### config.mk
export PLATFORM = sky130hd
export DESIGN_NAME = addr_uart_rx
export DESIGN_NICKNAME = d
export VERILOG_FILES = /design/src/rtl/arx_pkg.sv /design/src/rtl/arx_sync.sv /design/src/rtl/arx_frame.sv /design/src/rtl/arx_fifo.sv /design/src/rtl/addr_uart_rx.sv
export SDC_FILE = /design/constraint.sdc
export NUM_CORES = 1
export LEC_CHECK = 0
export BUFFER_PORTS_ARGS = -buffer_cell sky130_fd_sc_hd__buf_4
export CORE_AREA = 4 4 96 89
export DETAILED_ROUTE_END_ITERATION = 16
export DIE_AREA = 0 0 100 93
export PLACE_DENSITY_LB_ADDON = 0.25
export SETUP_SLACK_MARGIN = 0.05
export SYNTH_ARGS = -nofsm -noshare
export SYNTH_HDL_FRONTEND = slang
export SYNTH_HIERARCHICAL = 1
export SYNTH_SLANG_ARGS = --single-unit
### constraint.sdc
create_clock -name clk -period 2.1 [get_ports clk]
set_input_delay 0.42 -clock clk [delete_from_list [all_inputs] [get_ports clk]]
set_output_delay 0.42 -clock clk [all_outputs]
set_load 0.1 [all_outputs]
### src/rtl/arx_pkg.sv
package arx_pkg;
  localparam int ARX_DW = 8;

  typedef struct packed {
    logic              ferr;
    logic              bit9;
    logic [ARX_DW-1:0] data;
  } arx_word_t;

  typedef enum logic [1:0] {ST_IDLE, ST_START, ST_DATA, ST_STOP} arx_state_t;

  function automatic logic maj3(input logic [2:0] s);
    return (s[0] & s[1]) | (s[0] & s[2]) | (s[1] & s[2]);
  endfunction
endpackage

### src/rtl/arx_sync.sv
module arx_sync #(
  parameter int STAGES = 2
) (
  input  logic clk,
  input  logic rst,
  input  logic d,
  output logic q
);
  logic [STAGES-1:0] ff;

  always_ff @(posedge clk) begin
    if (rst) ff <= '1;
    else     ff <= {ff[STAGES-2:0], d};
  end

  assign q = ff[STAGES-1];
endmodule

### src/rtl/arx_frame.sv
module arx_frame
  import arx_pkg::*;
#(
  parameter int OSR = 16
) (
  input  logic      clk,
  input  logic      rst,
  input  logic      en,
  input  logic      tick,
  input  logic      line,
  input  logic      nine_bit,
  output logic      done,
  output arx_word_t word
);
  localparam int CW   = $clog2(OSR);
  localparam int BW   = $clog2(ARX_DW + 1);
  localparam int SMP0 = OSR / 2 - 1;
  localparam logic [CW-1:0] SMP0_C = CW'(SMP0);
  localparam logic [CW-1:0] SMP2_C = CW'(SMP0 + 2);
  localparam logic [CW-1:0] LAST_C = CW'(OSR - 1);

  arx_state_t        state;
  logic [CW-1:0]     cnt;
  logic [BW-1:0]     bidx;
  logic [1:0]        vsh;
  logic [ARX_DW:0]   shreg;
  logic              vote;
  logic              in_win;
  logic [BW-1:0]     last_bit;

  assign vote     = maj3({vsh, line});
  assign in_win   = (cnt >= SMP0_C) && (cnt <= SMP2_C);
  assign last_bit = nine_bit ? BW'(ARX_DW) : BW'(ARX_DW - 1);

  always_ff @(posedge clk) begin
    if (rst || !en) begin
      state <= ST_IDLE;
      cnt   <= '0;
      bidx  <= '0;
      vsh   <= '0;
      shreg <= '0;
      done  <= 1'b0;
      word  <= '0;
    end else begin
      done <= 1'b0;
      if (tick) begin
        if (state == ST_IDLE) begin
          if (!line) begin
            state <= ST_START;
            cnt   <= CW'(1);
          end
        end else begin
          cnt <= (cnt == LAST_C) ? '0 : cnt + 1'b1;
          if (in_win) vsh <= {vsh[0], line};
          if (cnt == SMP2_C) begin
            case (state)
              ST_START: begin
                if (vote) begin
                  state <= ST_IDLE;
                  cnt   <= '0;
                end
              end
              ST_DATA: shreg <= {vote, shreg[ARX_DW:1]};
              ST_STOP: begin
                done      <= 1'b1;
                word.ferr <= !vote;
                word.bit9 <= nine_bit ? shreg[ARX_DW] : 1'b0;
                word.data <= nine_bit ? shreg[ARX_DW-1:0] : shreg[ARX_DW:1];
                state     <= ST_IDLE;
                cnt       <= '0;
              end
              default: ;
            endcase
          end
          if (cnt == LAST_C) begin
            if (state == ST_START) begin
              state <= ST_DATA;
              bidx  <= '0;
            end else if (state == ST_DATA) begin
              if (bidx == last_bit) state <= ST_STOP;
              else                  bidx  <= bidx + 1'b1;
            end
          end
        end
      end
    end
  end

  AST_DONE_FROM_STOP: assert property (@(posedge clk) disable iff (rst)
    done |-> $past(state) == ST_STOP);
endmodule

### src/rtl/arx_fifo.sv
module arx_fifo #(
  parameter int DEPTH = 2,
  parameter int W     = 10
) (
  input  logic                       clk,
  input  logic                       rst,
  input  logic                       push,
  input  logic [W-1:0]               din,
  input  logic                       pop,
  output logic [W-1:0]               dout,
  output logic [$clog2(DEPTH+1)-1:0] level,
  output logic                       full
);
  localparam int AW = (DEPTH > 1) ? $clog2(DEPTH) : 1;
  localparam int LW = $clog2(DEPTH + 1);
  localparam logic [AW-1:0] PTR_LAST = AW'(DEPTH - 1);

  logic [W-1:0]  mem [DEPTH];
  logic [AW-1:0] wptr, rptr;
  logic          do_pop;

  assign do_pop = pop && (level != '0);
  assign full   = (level == LW'(DEPTH));

  always_ff @(posedge clk) begin
    if (push) mem[wptr] <= din;
  end

  always_ff @(posedge clk) begin
    if (rst) begin
      wptr  <= '0;
      rptr  <= '0;
      level <= '0;
      dout  <= '0;
    end else begin
      if (push)   wptr <= (wptr == PTR_LAST) ? '0 : wptr + 1'b1;
      if (do_pop) begin
        rptr <= (rptr == PTR_LAST) ? '0 : rptr + 1'b1;
        dout <= mem[rptr];
      end
      case ({push, do_pop})
        2'b10:   level <= level + 1'b1;
        2'b01:   level <= level - 1'b1;
        default: ;
      endcase
    end
  end

  AST_NO_OVERFLOW: assert property (@(posedge clk) disable iff (rst)
    (full && !pop) |-> !push);
  AST_EMPTY_READ_HOLDS: assert property (@(posedge clk) disable iff (rst)
    (level == '0) |=> $stable(dout));
endmodule

### src/rtl/addr_uart_rx.sv
module addr_uart_rx
  import arx_pkg::*;
#(
  parameter int OSR         = 16,
  parameter int SYNC_STAGES = 2,
  parameter int FIFO_DEPTH  = 2
) (
  input  logic              clk,
  input  logic              rst,
  input  logic              rx_en,
  input  logic              nine_bit,
  input  logic              addr_det,
  input  logic              os_tick,
  input  logic              rx_line,
  input  logic              rd_en,
  output logic [ARX_DW-1:0] rd_data,
  output logic              rd_bit9,
  output logic              rd_ferr,
  output logic              data_avail,
  output logic              overrun
);
  localparam int LVW = $clog2(FIFO_DEPTH + 1);
  localparam int WW  = $bits(arx_word_t);

  logic           line_s;
  logic           done;
  arx_word_t      word;
  arx_word_t      head;
  logic [LVW-1:0] level;
  logic           full;
  logic           accept, pop_ok, room, push, ovr_set;
  logic           overrun_q;

  arx_sync #(.STAGES(SYNC_STAGES)) u_sync (
    .clk(clk), .rst(rst), .d(rx_line), .q(line_s)
  );

  arx_frame #(.OSR(OSR)) u_frame (
    .clk(clk), .rst(rst), .en(rx_en), .tick(os_tick), .line(line_s),
    .nine_bit(nine_bit), .done(done), .word(word)
  );

  assign accept  = done && !(nine_bit && addr_det && !word.bit9);
  assign pop_ok  = rd_en && (level != '0);
  assign room    = !full || pop_ok;
  assign push    = accept && !overrun_q && room;
  assign ovr_set = accept && !overrun_q && !room;

  arx_fifo #(.DEPTH(FIFO_DEPTH), .W(WW)) u_fifo (
    .clk(clk), .rst(rst), .push(push), .din(word), .pop(rd_en),
    .dout(head), .level(level), .full(full)
  );

  always_ff @(posedge clk) begin
    if (rst || !rx_en) overrun_q <= 1'b0;
    else if (ovr_set)  overrun_q <= 1'b1;
  end

  assign rd_data    = head.data;
  assign rd_bit9    = head.bit9;
  assign rd_ferr    = head.ferr;
  assign data_avail = (level != '0);
  assign overrun    = overrun_q;

  AST_OVR_FREEZES_QUEUE: assert property (@(posedge clk) disable iff (rst)
    overrun |=> level <= $past(level));
  AST_DISABLE_CLEARS_OVR: assert property (@(posedge clk) disable iff (rst)
    !rx_en |=> !overrun);
  AST_FILTER_DROPS: assert property (@(posedge clk) disable iff (rst)
    (done && nine_bit && addr_det && !word.bit9) |=> level <= $past(level));
  AST_AVAIL_DROPS: assert property (@(posedge clk) disable iff (rst)
    (rd_en && level == LVW'(1) && !done) |=> !data_avail);
endmodule

==> metrics.txt, run 1 <==
Die Span Y 93 microns; unrepaired setup endpoints after global routing false; Hold Violations, Final 0; cts hold-fix bufs 0; CTS Root Cell clkbuf_8; syn nets 291; relative slew slack 58.73%; Syn Area/Cell 10.80 sq um; status complete, no violations; total gr overflow 0; CTS buffer count 9; IO buf count 19; Worst Path Arrival 2110 ps; largest net degree at the start of global routing 29; Power Density 754.2 nW/um^2; final setup vio count 0; top cell type by total area after synthesis dfxtp_1; worst-margin pin slew 618.3 ps; WL/cell 12.74 microns; Bufs on Longest Clock Path 2; Post-synth EDFFs 20; Critical R2R Launch u_frame/state[0]; Area Overhead vs Synth 16.84%; Multi-input gate area 1277 sq um; hold_sp rx_line; Starting Density 39.60%; GRT Total Usage 11.97%; dominant cells by area after synthesis dfxtp_1, edfxtp_1, mux2i_1, a211oi_1, nor2_1; Worst Path Required 2370 ps; Clock H-tree levels 3; first-pass GRT wire length 8914 microns; FILL cells 707; CP endpoint kind register; Net Sw Power 547.6 uW; final net count 319; Seq pwr share 52.4%; TritonCTS Sinks 69; Final Skew 12.76 ps; antenna cells 0; fin area 3456 sq um; startpoint types register; Reg area 1582 sq um; final wirelength 5136 microns; TNS Setup 0 ps; Gate power share 2.0%; Setup CP Type reg -> reg; Die ar. 9300 sq um; #FFs+latches synth 69; vias in the first global route 1904; cell area after synthesis 2958 sq um; Core ar. 7470 sq um; CP Max Fanout 6; share of cells above drive strength 1 17.26%; internal power 2.059 mW; final period utilization 87.86%; clk_lat worst skew 340 ps; clock slew at reported path FFs 70 ps; Seq/Total Area, Yosys 53.47%; initial antenna violation count 0; Antenna Nets Post-Route 0; Initial DRC Count 78; Leakage 1.292 nW; hpwl dp 3545 microns; row count 30; Synth Warn # 6; power share of the clock group 45.6%; asr flop ratio synth 0%; start point of the critical path u_frame/state[0]; I/O Pins 20; Yosys top cell area share 33.16%; Cell Count Post-Placement 387; number of setup buffers added after CTS 0; synth unique cells 46; fin crit period 1845 ps; CTS tree done; Sw Ratio 21.01%; f_max 542.0 MHz; Gates resized, CTS repair 0; Finished Layout Cells 403; worst min path class in -> reg; Final Max Slew Viols 0; Top FF cell, synth dfxtp_1; vias per std cell 5.007; Die W 100 microns; worst vdd ir 0.0003619 V; Cells after Synth 274; DP Area 3234 sq um; DRC Markers 0; TritonRoute pass-1 iters 4; routed vias 2018; max cap viols 0; Placer Congestion 0.7464
registers in the layout, indices dropped and copies added (netlist names), 2 cells and up:
name and cells:
u_fifo/dout 10, u_fifo/level 2, u_fifo/mem 20, u_frame/bidx 4, u_frame/cnt 4, u_frame/shreg 9, u_frame/state 2, u_frame/vsh 2
u_frame/word 10, u_sync/ff 2
worst paths after layout:
check	to	slack, ps	cells after the start
max	u_frame/bidx[3]	260	7
min	u_sync/ff[0]	280	2
max reg2reg	u_frame/bidx[3]	260	7
min reg2reg	u_sync/ff[1]	410	1
routing by layer:
layer	wire [microns]	vias to the layer above	share of wire, %	GRT usage [%]
li1	-	1059	-	-
met1	2436	926	47	15.34
met2	2396	27	47	18.89
met3	231	6	4.5	3.878
met4	72	0	1.4	4.377
met5	0	-	0	0
through the flow:
stage,power (mW),util (%),worst slack (ps),hold WS [ps]
3_5_place_dp,1.450,43.30,147.0,403.6
6_report,2.606,46.26,255.0,279.0
5_1_grt,2.716,46.26,82.90,276.1
3_3_place_gp,1.449,43.30,173.8,404.0
2_1_floorplan,1.425,-,62.35,383.2
4_1_cts,2.650,46.26,234.7,263.3
power groups by stage:
| stage | Combinational [mW] | Clock, mW | Sequential, mW |
|---|---|---|---|
| after detailed placement | 0.0540 | 0 | 1.40 |
| after floorplan | 0.0298 | 0 | 1.39 |
| after CTS | 0.0542 | 1.23 | 1.36 |
| after global placement | 0.0536 | 0 | 1.40 |
| after global routing | 0.0592 | 1.29 | 1.36 |
| final | 0.0534 | 1.19 | 1.37 |
layout by cell type, fill, tap and decap left out, types with 2 or more instances in the layout:
cell | Yosys | final
o22ai_1 | 3 | 3
o211ai_1 | 2 | 2
a21oi_1 | 11 | 11
a21o_1 | 2 | 2
nand2b_1 | 4 | 4
o21a_1 | 2 | 2
ha_1 | 9 | 9
nand4_1 | 3 | 3
o221ai_1 | 2 | 2
a211oi_1 | 23 | 23
inv_6 | 0 | 2
nand3_1 | 6 | 6
a21boi_0 | 2 | 2
xnor2_1 | 3 | 3
bufinv_16 | 0 | 2
inv_1 | 6 | 6
nor2b_1 | 3 | 3
dfxtp_1 | 49 | 49
buf_4 | 3 | 31
and2_1 | 2 | 2
o21ai_0 | 6 | 6
and3_1 | 2 | 2
or2_1 | 2 | 2
nand2_1 | 11 | 11
or4_1 | 2 | 2
nand3b_1 | 2 | 2
or3_1 | 3 | 3
nor2_1 | 36 | 36
nand4b_1 | 2 | 2
a31oi_1 | 2 | 2
mux2i_1 | 28 | 28
clkbuf_8 | 0 | 9
edfxtp_1 | 20 | 20
critical path: stages (launching register included):
cell and delay, ps:
dfxtp_1 400, inv_1 90, ha_1 240, nor2b_1 170
buf_4 170, nand3_4 90, or4_1 470, a21oi_1 150
synth_stat cells, types with 2 or more instances:
library cell  count
a211oi_1         23
a21boi_0          2
a21o_1            2
a21oi_1          11
a31oi_1           2
and2_1            2
and3_1            2
buf_2             4
buf_4             3
clkbuf_1          5
dfxtp_1          49
edfxtp_1         20
ha_1              9
inv_1             6
mux2i_1          28
nand2_1          11
nand2b_1          4
nand3_1           6
nand3b_1          2
nand4_1           3
nand4b_1          2
nor2_1           36
nor2b_1           3
o211ai_1          2
o21a_1            2
o21ai_0           6
o221ai_1          2
o22ai_1           3
or2_1             2
or3_1             3
or4_1             2
xnor2_1           3
final cells by class:
cell class / count / area share (%)
clock buffers: 9 / 3.584
clock inverters: 7 / 2.824
inverters: 6 / 0.6517
multi-input cells: 185 / 36.97
flip-flops and latches: 69 / 45.76
well taps: 96 / 3.476
repair buffers: 31 / 6.734
cell families after synthesis:
family | synth area share, %
buf+inv | 3.342
flops | 53.47
compound gates | 14.17
fa+ha+maj | 3.807
mux | 9.856
xor+xnor | 1.185
simple gates | 14.17
Power figures use the tool's default switching activity.
==> inputs of run 2 (changes only) <==
--- a/config.mk
+++ b/config.mk
@@ -7,6 +7,7 @@
 export LEC_CHECK = 0
 export BUFFER_PORTS_ARGS = -buffer_cell sky130_fd_sc_hd__buf_4
 export CORE_AREA = 4 4 96 89
+export CTS_CLUSTER_DIAMETER = 80
 export DETAILED_ROUTE_END_ITERATION = 16
 export DIE_AREA = 0 0 100 93
 export PLACE_DENSITY_LB_ADDON = 0.25
==> constraint.sdc (replaced) <==
create_clock -name clk -period 1.8 [get_ports clk]
set_input_delay 0.36 -clock clk [delete_from_list [all_inputs] [get_ports clk]]
set_output_delay 0.36 -clock clk [all_outputs]
set_load 0.1 [all_outputs]
==> run 2 against run 1 <==
Utilization increased by 2.3 points. Die area unchanged. Combinational power increased by 27%. First-iteration DRC count decreased by 13%. Critical endpoint is now data_avail. Largest power group unchanged. Highest routed layer unchanged.
==> metrics.txt, run 2 (synthesized netlist as in run 1, its figures left out) <==
dpl ws -26.68 ps; vias in the first global route 2069; first-pass GRT wire length 9549 microns; total gr overflow 0; routed vias 2080; initial antenna violation count 0; final net count 331; Final Skew 10.10 ps; biggest regs u_fifo/mem: 20 flops, u_fifo/dout: 10 flops, u_frame/word: 10 flops; startpoint types register; Die Span Y 93 microns; hold_sp rx_line; fin area 3628 sq um; crit-path cells buf_4 > or2_2 > buf_4; row count 30; critical path's most frequent cell buf_4; Cell Count Post-Placement 397; Die W 100 microns; DRC Markers 0; Final Max Slew Viols 0; Placer Congestion 0.7615; GRT Total Usage 12.66%; Antenna Nets Post-Route 0; TritonCTS Sinks 69; CTS tree done; largest net degree at the start of global routing 29; TritonRoute pass-1 iters 4; CP endpoint kind primary output; CP Max Fanout 4; final period utilization 94.74%; Worst Path Required 1440 ps; final setup vio count 0; CTS buffer count 9; I/O Pins 20; Setup CP Type reg -> out; CP peak stage delay 360 ps; Worst Path Arrival 1350 ps; slowest CP cell dfxtp_4; Worst path top cell family by delay flip-flops; Leakage 1.369 nW; WL/cell 12.99 microns; unrepaired setup endpoints after global routing true; fin crit period 1705 ps; worst-margin pin slew 604.5 ps; Finished Layout Cells 415; max reg flops 20; worst vdd ir 0.0003566 V; Fin Hold WS 213.2 ps; final wirelength 5391 microns; most frequent cells in the layout dfxtp_1, buf_4, nor2_1, mux2i_1, a211oi_1; antenna cells 0; clk_lat worst skew 340 ps; power after layout 3.085 mW; status complete, no violations; Finished Core Util 48.58%; share of cells above drive strength 1 24.76%; Core ar. 7470 sq um; worst min path class in -> reg; Bufs on Longest Clock Path 2; Starting Density 39.60%; vias per std cell 5.012; clock slew at reported path FFs 80 ps; Die ar. 9300 sq um; Critical R2R Launch u_fifo/level[0]; Largest Register u_fifo/mem; Area Overhead vs Synth 22.67%; CTS Root Cell clkbuf_8; PnR worst setup slack 94.61 ps; hpwl dp 3688 microns; TNS Setup 0 ps; max cap viols 0; Power Density 850.2 nW/um^2; Hold Violations, Final 0; Initial DRC Count 68; relative slew slack 59.64%; Clock H-tree levels 3; IO buf count 19; f_max 586.4 MHz; DP Area 3341 sq um; start point of the critical path u_fifo/level[1]; WP buf/inv 2; leading cell type in the layout, fill and taps excluded dfxtp_1
run 2: final timing paths:
kind / to / slack [ps] / cells after the start
max: data_avail / 90 / 3
max reg2reg: u_fifo/level[1] / 120 / 7
min: u_sync/ff[0] / 210 / 2
min reg2reg: u_sync/ff[1] / 410 / 1
run 2: area by class of cell:
cell class              instances  area (sq um)
inverters                       6         22.52
well taps                      96         120.1
clock inverters                 7         102.6
multi-input cells             185          1320
clock buffers                   9         123.9
repair buffers                 43         347.8
fillers                       680          3841
flip-flops and latches         69          1592
run 2: power by group:
part           switching, mW  internal [mW]
sequential           0.00273           1.59
combinational         0.0389         0.0289
clock                  0.628          0.800
total                  0.670           2.41
run 2: layer usage:
layer | share of wire (%) | GRT usage, % | wire (microns) | vias to the layer above
met3 | 4.2 | 4.549 | 229 | 4
met1 | 48 | 16.27 | 2602 | 965
met4 | 0.72 | 3.704 | 39 | 0
li1 | - | - | - | 1083
met5 | 0 | 0 | 0 | -
met2 | 47 | 20.06 | 2520 | 28
run 2: timing repair:
action                                  4_1_cts  5_1_grt
hold buffers                                  0        0
setup buffers                                 0        2
endpoints found under the setup margin        2       13
pin swaps                                     0        3
resized for setup                             1       14
run 2: worst register-to-register path: stages (launching register included):
cell and delay (ps):
dfxtp_4 390, o21ai_2 70, a211oi_2 240, inv_1 90, ha_2 190, xnor2_2 130
or3_4 370, a21oi_2 130
==> inputs of run 3 (changes only) <==
--- a/config.mk
+++ b/config.mk
@@ -6,13 +6,13 @@
 export NUM_CORES = 1
 export LEC_CHECK = 0
 export BUFFER_PORTS_ARGS = -buffer_cell sky130_fd_sc_hd__buf_4
-export CORE_AREA = 4 4 96 89
+export CORE_AREA = 4 4 97 90
 export CTS_CLUSTER_DIAMETER = 80
 export DETAILED_ROUTE_END_ITERATION = 16
-export DIE_AREA = 0 0 100 93
-export PLACE_DENSITY_LB_ADDON = 0.25
+export DIE_AREA = 0 0 101 94
+export PLACE_DENSITY = 0.65
 export SETUP_SLACK_MARGIN = 0.05
 export SYNTH_ARGS = -nofsm -noshare
 export SYNTH_HDL_FRONTEND = slang
-export SYNTH_HIERARCHICAL = 1
 export SYNTH_SLANG_ARGS = --single-unit
+export TNS_END_PERCENT = 30
==> run 3 against run 2 <==
Sequential power is essentially flat. Critical path type is now reg -> reg. Count of clock-buffer cells in the layout did not move. Largest power group unchanged. Combinational power increased by 12%.
==> metrics.txt, run 3 <==
Final Max Slew Viols 0; Fin Hold WS 211.3 ps; CP peak stage delay 390 ps; WP buf/inv 2; slowest CP cell dfxtp_1; synth unique cells 52; Power Density 871.4 nW/um^2; cell area after synthesis 3014 sq um; syn nets 296; Largest Register u_fifo.mem; Final Skew 11.19 ps; #FFs+latches synth 69; DRC Markers 0; leading cell type in the layout, fill and taps excluded dfxtp_1; WL/cell 13.58 microns; vias per std cell 5.069; clk_lat worst skew 340 ps; vias in the first global route 1951; TritonRoute pass-1 iters 4; CP endpoint kind register; Leakage 1.293 nW; worst min path class in -> reg; GRT Total Usage 12.22%; Placer Congestion 0.8124; Critical R2R Launch u_frame.state[1]; FILL cells 720; Finished Core Util 45.56%; Area Overhead vs Synth 17.85%; worst-margin pin slew 618.5 ps; relative slew slack 58.71%; max cap viols 0; final setup vio count 0; final period utilization 91.61%; Die Span Y 94 microns; antenna cells 0; status complete, no violations; r2r setup slk 150 ps; Antenna Nets Post-Route 0; Min-Delay Endpoint u_sync.ff[0]; Commonest cells post-synth dfxtp_1, nor2_1, mux2i_1; IO buf count 19; top-count cell post-synth dfxtp_1; Setup CP Type reg -> reg; TritonCTS Sinks 69; crit-path cells inv_1 > ha_1 > nand2b_1 > buf_4 > or3_1 > a31oi_1; Synth Warn # 0; Finished Layout Cells 408; max reg flops 20; Syn Area/Cell 10.80 sq um; share of cells above drive strength 1 22.01%; final wirelength 5540 microns; Die W 101 microns; Worst Path Required 2070 ps; I/O Pins 20; Worst Path Arrival 1920 ps; Gates resized, CTS repair 0; CTS tree done; Min-Delay Path Depth 2; worst vdd ir 0.0003854 V; PnR worst setup slack 151.0 ps; f_max 606.4 MHz; Bufs on Longest Clock Path 2; dpl ws 63.39 ps; hold_sp rx_line; first-pass GRT wire length 9135 microns; hpwl dp 3747 microns; most frequent cells in the layout dfxtp_1, nor2_1, buf_4, mux2i_1; clock slew at reported path FFs 80 ps; startpoint types register; TNS Setup 0 ps; r2r worst-path depth 6; Yosys top cell area share 32.54%; Cells after Synth 279; Seq/Total Area, Yosys 52.47%; initial antenna violation count 0; final net count 321; CP Max Fanout 6; number of setup buffers added after CTS 0; largest net degree at the start of global routing 23; Core ar. 7796 sq um; CTS Root Cell clkbuf_8; Post-synth EDFFs 20; fin crit period 1649 ps; total gr overflow 0; cts hold-fix bufs 0; Clock H-tree levels 3; Worst path top cell family by delay simple AND/OR/NAND/NOR gates; Die ar. 9494 sq um; Hold Violations, Final 0; unrepaired setup endpoints after global routing true; asr flop ratio synth 0%; Initial DRC Count 74; Cell Count Post-Placement 391; RR Endpoint u_frame.cnt[2]; dominant cells by area after synthesis dfxtp_1, edfxtp_1, mux2i_1, a211oi_1, nor2_1; CTS buffer count 9; row count 31; Starting Density 38.66%; Top FF cell, synth dfxtp_1; biggest regs u_fifo.mem: 20 flops, u_fifo.dout: 10 flops, u_frame.word: 10 flops; top cell type by total area after synthesis dfxtp_1; routed vias 2068
## run 3: worst max path at each step
stage | from | end | cells past startpoint
after floorplan | u_fifo.level[0] | u_fifo.level[1] | 6
after global placement | rd_en | u_fifo.level[1] | 6
after detailed placement | u_frame.state[0] | u_frame.bidx[1] | 6
after CTS | u_frame.state[0] | u_frame.bidx[1] | 6
after global routing | u_frame.state[1] | u_frame.cnt[2] | 6
final | u_frame.state[1] | u_frame.cnt[2] | 6
## run 3: cell families after synthesis
kind of cell    share of synthesized area [%]
buf+inv                                 4.524
flops                                   52.47
simple gates                            14.36
fa+ha+maj                               4.110
xor+xnor                                1.163
mux                                     9.796
compound gates                          13.57
## run 3: cell type report
class                           count  area (sq um)  share of cell area [%]
Tap cell                           99         123.9                   3.487
Timing Repair Buffer               30         225.2                   6.340
Clock buffer                        9         123.9                   3.487
Sequential cell                    69          1585                   44.63
Multi-Input combinational cell    186          1360                   38.29
Clock inverter                      7         103.9                   2.924
Inverter                            8         30.03                  0.8454
## run 3: metal layers
| metal | track usage [%] | wire length [microns] | vias up |
|---|---|---|---|
| met1 | 16.22 | 2668 | 953 |
| li1 | - | - | 1073 |
| met3 | 3.786 | 242 | 10 |
| met5 | 0 | 0 | - |
| met2 | 18.53 | 2553 | 32 |
| met4 | 4.762 | 76 | 0 |
## run 3: metrics by stage
step                      total power [mW]  instance area (sq um)
after global routing                 3.206                   3552
after floorplan                      1.672                   3040
final                                3.095                   3552
after CTS                            3.129                   3505
after global placement               1.699                   3277
after detailed placement             1.702                   3277
## run 3: report_power, final
part / internal (mW) / switching, mW / leakage (nW)
logic: 0.0299 / 0.0462 / 0.549
registers: 1.59 / 0.00305 / 0.629
clock network: 0.802 / 0.624 / 0.115
